==> src/rtl/shf_pkg.sv <==
// Package shared by the shift unit: default widths and the flag bundle.
// Assumes a word width that is a power of two.
package shf_pkg;
    localparam int unsigned SHF_W = 32;

    typedef struct packed {
        logic cy;
        logic ov;
        logic s;
        logic z;
    } shf_flags_t;
endpackage

==> src/rtl/shf_count_sel.sv <==
// Count selector: picks the immediate or the register count and keeps only
// the low log2(W) bits of the register operand, so counts wrap modulo W.
// Assumes W is a power of two.
module shf_count_sel #(
    parameter int unsigned W  = shf_pkg::SHF_W,
    localparam int unsigned CW = $clog2(W)
) (
    input  logic          use_imm,
    input  logic [W-1:0]  cnt_reg,
    input  logic [CW-1:0] cnt_imm,
    output logic [CW-1:0] cnt
);
    // The upper register bits do not take part in the count.
    logic unused_cnt_hi;
    assign unused_cnt_hi = ^cnt_reg[W-1:CW];

    // Choose the count source.
    always_comb begin
        cnt = use_imm ? cnt_imm : cnt_reg[CW-1:0];
    end
endmodule

==> src/rtl/shf_core.sv <==
// Shift core: a logarithmic right shifter on a word widened by one guard bit
// below bit 0. After the shift the guard bit holds the last bit shifted out.
// A left shift is done by bit-reversing the word on the way in and out.
// Assumes W is a power of two; a zero count leaves the guard bit at 0.
module shf_core #(
    parameter int unsigned W  = shf_pkg::SHF_W,
    localparam int unsigned CW = $clog2(W)
) (
    input  logic [W-1:0]  data_in,
    input  logic          right,
    input  logic          arith,
    input  logic [CW-1:0] cnt,
    output logic [W-1:0]  result,
    output logic          cy_out
);
    logic [W-1:0] rev_in;
    logic [W-1:0] body;
    logic [W-1:0] rev_body;
    logic [W-1:0] src;
    logic         fill;
    logic [W:0]   stg [0:CW];

    // Bit-reverse the input and the shifter output for left shifts.
    for (genvar i = 0; i < W; i++) begin : g_rev
        assign rev_in[i]   = data_in[W-1-i];
        assign rev_body[i] = body[W-1-i];
    end

    // Fill bit: copy of the old MSB only for an arithmetic right shift.
    always_comb begin
        fill = right & arith & data_in[W-1];
        src  = right ? data_in : rev_in;
    end

    assign stg[0] = {src, 1'b0};

    // One stage per count bit, stage k moves the word by 2**k places.
    for (genvar k = 0; k < CW; k++) begin : g_stage
        localparam int unsigned SH = 1 << k;
        assign stg[k+1] = cnt[k] ? {{SH{fill}}, stg[k][W:SH]} : stg[k];
    end

    // Split the final stage into the word and the shifted-out bit.
    always_comb begin
        body   = stg[CW][W:1];
        cy_out = stg[CW][0];
        result = right ? body : rev_body;
    end
endmodule

==> src/rtl/shf_flag_reg.sv <==
// Flag stage: captures carry, overflow, sign and zero of the current result
// when a request is valid, and holds them otherwise.
// Assumes a synchronous active-low reset.
module shf_flag_reg #(
    parameter int unsigned W = shf_pkg::SHF_W
) (
    input  logic                   clk,
    input  logic                   rst_n,
    input  logic                   load,
    input  logic                   cy_in,
    input  logic [W-1:0]           res_in,
    output shf_pkg::shf_flags_t    flags,
    output logic                   valid
);
    // Capture or hold the status bits; mark the cycle after a capture.
    always_ff @(posedge clk) begin
        if (!rst_n) begin
            flags <= '0;
            valid <= 1'b0;
        end else begin
            valid <= load;
            if (load) begin
                flags.cy <= cy_in;
                flags.ov <= 1'b0;
                flags.s  <= res_in[W-1];
                flags.z  <= (res_in == '0);
            end
        end
    end
endmodule

==> src/rtl/barrel_shift_flags.sv <==
// Shift unit top: count selection, the shift core and the flag stage.
// The result is combinational; flags are registered on op_valid.
module barrel_shift_flags #(
    parameter int unsigned W  = shf_pkg::SHF_W,
    localparam int unsigned CW = $clog2(W)
) (
    input  logic          clk,
    input  logic          rst_n,
    input  logic          op_valid,
    input  logic          shift_right,
    input  logic          shift_arith,
    input  logic          count_use_imm,
    input  logic [W-1:0]  count_reg,
    input  logic [CW-1:0] count_imm,
    input  logic [W-1:0]  data_in,
    output logic [W-1:0]  result,
    output logic          flag_cy,
    output logic          flag_ov,
    output logic          flag_s,
    output logic          flag_z,
    output logic          flags_valid
);
    logic [CW-1:0]       cnt;
    logic                cy_raw;
    shf_pkg::shf_flags_t flags;

    shf_count_sel #(.W(W)) u_cnt (
        .use_imm (count_use_imm),
        .cnt_reg (count_reg),
        .cnt_imm (count_imm),
        .cnt     (cnt)
    );

    shf_core #(.W(W)) u_core (
        .data_in (data_in),
        .right   (shift_right),
        .arith   (shift_arith),
        .cnt     (cnt),
        .result  (result),
        .cy_out  (cy_raw)
    );

    shf_flag_reg #(.W(W)) u_flags (
        .clk    (clk),
        .rst_n  (rst_n),
        .load   (op_valid),
        .cy_in  (cy_raw),
        .res_in (result),
        .flags  (flags),
        .valid  (flags_valid)
    );

    // Unpack the flag bundle onto the ports.
    always_comb begin
        flag_cy = flags.cy;
        flag_ov = flags.ov;
        flag_s  = flags.s;
        flag_z  = flags.z;
    end
endmodule

==> config.mk <==
export PLATFORM = sky130hd
export DESIGN_NAME = barrel_shift_flags
export DESIGN_NICKNAME = d
export VERILOG_FILES = /design/src/rtl/shf_pkg.sv /design/src/rtl/shf_count_sel.sv /design/src/rtl/shf_core.sv /design/src/rtl/shf_flag_reg.sv /design/src/rtl/barrel_shift_flags.sv
export SDC_FILE = /design/constraint.sdc
export NUM_CORES = 1
export LEC_CHECK = 0
export ABC_AREA = 1
export BUFFER_PORTS_ARGS = -buffer_cell sky130_fd_sc_hd__buf_4
export CAP_MARGIN = 40
export CORE_MARGIN = 3
export CORE_UTILIZATION = 48
export CTS_CLUSTER_SIZE = 14
export DETAILED_ROUTE_END_ITERATION = 7
export PLACE_DENSITY = 0.89
export SYNTH_ARGS = -nofsm -noshare
export SYNTH_HDL_FRONTEND = slang
export SYNTH_SLANG_ARGS = --single-unit
==> constraint.sdc <==
create_clock -name clk -period 1.55 [get_ports clk]
set_input_delay 0.0775 -clock clk [delete_from_list [all_inputs] [get_ports clk]]
set_output_delay 0.0775 -clock clk [all_outputs]
set_load 0.05 [all_outputs]
==> summary.md, run 1 <==
| Metric | Value |
|---|---|
| Placed Area | 4840 µm² |
| Overall routing resource usage | 66.7% |
| GPL Wtd Cong | 0.982 |
| Worst endpoint type | register data pin |
| Most common cell in the netlist | nand2_1 |
| Ranking of synthesized cells by area | nand2_1 (41%), nand3_1 (31%), inv_1 (7.0%), buf_2 (3.5%), nand3_2 (3.4%) |
| CTS Sinks | 4 |
| Syn Inst Count | 786 |
| Largest net degree at the start of global routing | 35 |
| Part of the Yosys area used for sequential elements | 2.27% |
| Halt Stage | global routing |
| Rows | 30 |
| Die X | 91.8 µm |
| Error msg | [ERROR GRT-0232] Routing congestion too high. Check the congestion heatmap in the GUI. |
| Status | stopped before the end |
| Num CTS Buffers | 3 |
| Yosys top cell by area | nand2_1 |
| Die height | 91.8 µm |
| Syn nets | 861 |
| Synth unique cells | 25 |
| Worst_ep grt | u_flags.flags[0]$_SDFFE_PN0P_/D |
| Post-synth top flop | dfxtp_1 |
| Netlist Area Pre-Place | 3530 µm² |
| # hold bufs at CTS | 0 |
| GRT overflow | 1 |
| Synthesis warning total | 0 |
| Bufs on Longest Clock Path | 2 |
| Asr flop ratio synth | 0% |
| H-tree depth | 1 |
| PortBufs | 83 |
| Initial core utilization | 50.6% |
| Clock root cell | clkbuf_8 |
| I/O pin total | 112 |
| Area share of the largest cell type after synthesis | 41.4% |
| EDFF count, synth | 0 |
| Dpl hpwl | 9680 µm |
| Post-synth top cells | nand2_1 (390), nand3_1 (216), inv_1 (66), buf_2 (25), nor2_1 (15) |
| Synth Register Bits | 4 |
| Synth Area per Inst | 4.49 µm² |
what timing repair did:
action                     CTS
gates resized for setup    169
buffers inserted             2
gates cloned                 6
pin swaps                   39
setup endpoints to repair   35
metal layers:
metal	GRT overflow	track usage (%)
met5	0	22.4
met4	0	59.0
met3	0	51.4
met2	1	84.6
met1	0	67.8
through the flow:
step / worst slack [ps] / std cells
CTS: -255 / 995
detailed placement: -541 / 984
global placement: -481 / 984
floorplan: -194 / 786
cells by family after synthesis:
| family | Yosys count | share of synthesized area (%) |
|---|---|---|
| simple gates | 638 | 78.1 |
| flops | 4 | 2.27 |
| buf+inv | 120 | 15.1 |
| compound gates | 23 | 4.46 |
| other cells | 1 | 0.106 |
==> run 2: changes to the inputs <==
Settings changed: CORE_UTILIZATION 48 to 33, CTS_CLUSTER_SIZE 14 to unset, PLACE_DENSITY 0.89 to unset, PLACE_DENSITY_LB_ADDON set to 0.15.
Clock period 1.55 ns to 2 ns, I/O delays scaled along.
==> run 2 against run 1 <==
The flow now finishes without violations. Synthesized cell count unchanged. Synthesized area unchanged.
==> summary.md, run 2 <==
| Metric | Value |
|---|---|
| Status | complete, no violations |
| Overall routing resource usage | 22.1% |
| Ant. Diodes | 0 |
| Via count | 5,635 |
| RSZ-0062 raised after global routing | yes |
| Routed Wire Length | 16,100 µm |
| DIE AREA | 12,000 µm² |
| Hold path depth | 3 |
| Hold Fails Final Rpt | 0 |
| Pwr/cell area | 466 nW/µm² |
| GPL Wtd Cong | 0.920 |
| Max Clock Skew | 0 ps |
| Drt first-iter violations | 521 |
| Yosys top cell by area | nand2_1 |
| Dpl hpwl | 10,700 µm |
| Finished Layout Cells | 1,051 |
| PortBufs | 83 |
| Crit path max fanout | 18 |
| First-pass detailed-route iteration total | 8 |
| Num CTS Buffers | 3 |
| Startpoint types | primary input |
| Vias in the first global route | 4,786 |
| H-tree depth | 1 |
| Netlist Area Pre-Place | 3530 µm² |
| Fmax | 509 MHz |
| EDFF count, synth | 0 |
| Setup violations, final | 0 |
| Total core area | 10,400 µm² |
| Total power | 2.64 mW |
| Synth Register Bits | 4 |
| Area growth, synth to finish | 60.3% |
| Synth Area per Inst | 4.49 µm² |
| CTS Sinks | 4 |
| GR Util met2 | 38.6% |
| Drt drc | 0 |
| Post-synth top cells | nand2_1 (390), nand3_1 (216), inv_1 (66), buf_2 (25), nor2_1 (15) |
| Rows | 37 |
| Worst ir drop on vdd | 0.000254 V |
| Final WS setup | 37.0 ps |
| Static leakage | 3.28 nW |
| GRT overflow | 0 |
| Final worst path period share | 98.2% |
| Most common cell in the netlist | nand2_1 |
| Post-layout utilization of the core | 54.6% |
| # Max-Cap Violations | 0 |
| Clock Pin Slew Worst Setup and Hold Paths | 30 ps |
| Top flop regs | u_flags.flags x3, u_flags.valid x1 |
| Most flops, register | u_flags.flags |
| Area share of the largest cell type after synthesis | 41.4% |
| Post-synth top flop | dfxtp_1 |
| Part of the Yosys area used for sequential elements | 2.27% |
| Syn Inst Count | 786 |
| Max FFs per register | 3 |
| Most frequent cells in the layout | nand2_1 (347), nand3_1 (182), buf_4 (117) |
| Most common cell after layout, fill and taps aside | nand2_1 |
| Die X | 109 µm |
| Die height | 109 µm |
| Placed cell count | 1,025 |
| GRT Max-Usage Layer | met2 |
| Final ANT Viol Nets | 0 |
| Multi-input logic area | 3300 µm² |
| Vias per cell | 5.36 |
| Synthesis warning total | 0 |
| Crit. End Element | output port |
| Fraction of layout cells with a size suffix above 1 | 31.9% |
| Ranking of synthesized cells by area | nand2_1 (41%), nand3_1 (31%), inv_1 (7.0%), buf_2 (3.5%), nand3_2 (3.4%) |
| # hold bufs at CTS | 0 |
| Worst slack, placed | -183 ps |
| First-pass GRT wire length | 21,900 µm |
| Clk_lat worst skew | 220 ps |
| Syn nets | 861 |
| Synth unique cells | 25 |
| Register area | 80.1 µm² |
| WS Path Type | primary input to output port |
| I/O pin total | 112 |
| Critical path arrival | 1860 ps |
| Worst Hold Class | primary input to flop |
| M1 GR Usage | 29.6% |
| Largest net degree at the start of global routing | 53 |
| CTS tree | done |
| Clock root cell | clkbuf_8 |
| Drt wl/cell | 15.3 µm |
| Asr flop ratio synth | 0% |
| Max-slew violations | 0 |
| Initial core utilization | 34.1% |
| Tmin final | 1960 ps |
| Fillers | 1,098 |
| GR Layer Usage met3 | 1.94% |
| Crit path required time | 1900 ps |
| Nets | 992 |
| Initial antenna violation count | 0 |
| Bufs on Longest Clock Path | 2 |
| Reg2Reg Depth | 2 |
## run 2: worst paths after layout
| kind | startpoint | endpoint | slack (ps) |
|---|---|---|---|
| max reg2reg | u_flags.flags[1] | u_flags.flags[1] | 1370 |
| min reg2reg | u_flags.flags[3] | u_flags.flags[3] | 490 |
| max | count_use_imm | result[4] | 40 |
| min | rst_n | u_flags.valid | 100 |
## run 2: per-layer routing
| metal | vias to the layer above | routed length [µm] |
|---|---|---|
| met5 | - | 0 |
| met4 | 0 | 265 |
| met3 | 37 | 1350 |
| met2 | 247 | 7740 |
| met1 | 2580 | 6700 |
| li1 | 2771 | - |
## run 2: timing repair
action                     4_1_cts  5_1_grt
gates resized for setup          8      123
pin swaps                        2       15
cloned                           1       17
buffers inserted                 0        5
setup endpoints to repair       24       33
## run 2: critical path, cell delays in order
cell and delay, ps:
buf_8 120, buf_4 160, o21ai_4 220, inv_4 100, clkbuf_16 200, nand3_1 110, nand3_1 90, nand2_2 130
nand2_1 90, nand3_1 90, nand2_1 90, buf_4 140, inv_1 50, buf_6 150
## run 2: cell families after synthesis
| family | after synthesis | synth area share, % |
|---|---|---|
| AO/OA/AOI/OAI | 23 | 4.46 |
| buffers and inverters | 120 | 15.1 |
| flip-flops | 4 | 2.27 |
| other | 1 | 0.106 |
| AND/OR/NAND/NOR | 638 | 78.1 |
## run 2: where the power goes
part           internal (mW)  switching [mW]  total (mW)
logic                  0.925            1.46        2.38
clock network          0.129          0.0434       0.172
registers             0.0850         0.00227      0.0873
total                   1.14            1.50        2.64
## run 2: final cells by class
type	count	area share (%)
Multi-Input combinational cell	664	58.4
Timing Repair Buffer	172	31.4
Inverter	72	5.13
Tap cell	136	3.01
Sequential cell	4	1.41
Clock buffer	3	0.729
## run 2: stage by stage
step,area [µm²],TNS (ps),hold WS [ps]
2_1_floorplan,3540,-149,193
3_3_place_gp,4710,-516,311
3_5_place_dp,4710,-952,315
4_1_cts,4790,0,95.6
5_1_grt,5660,-492,114
6_report,5660,0,96.1
(Power assumes the default switching activity.)
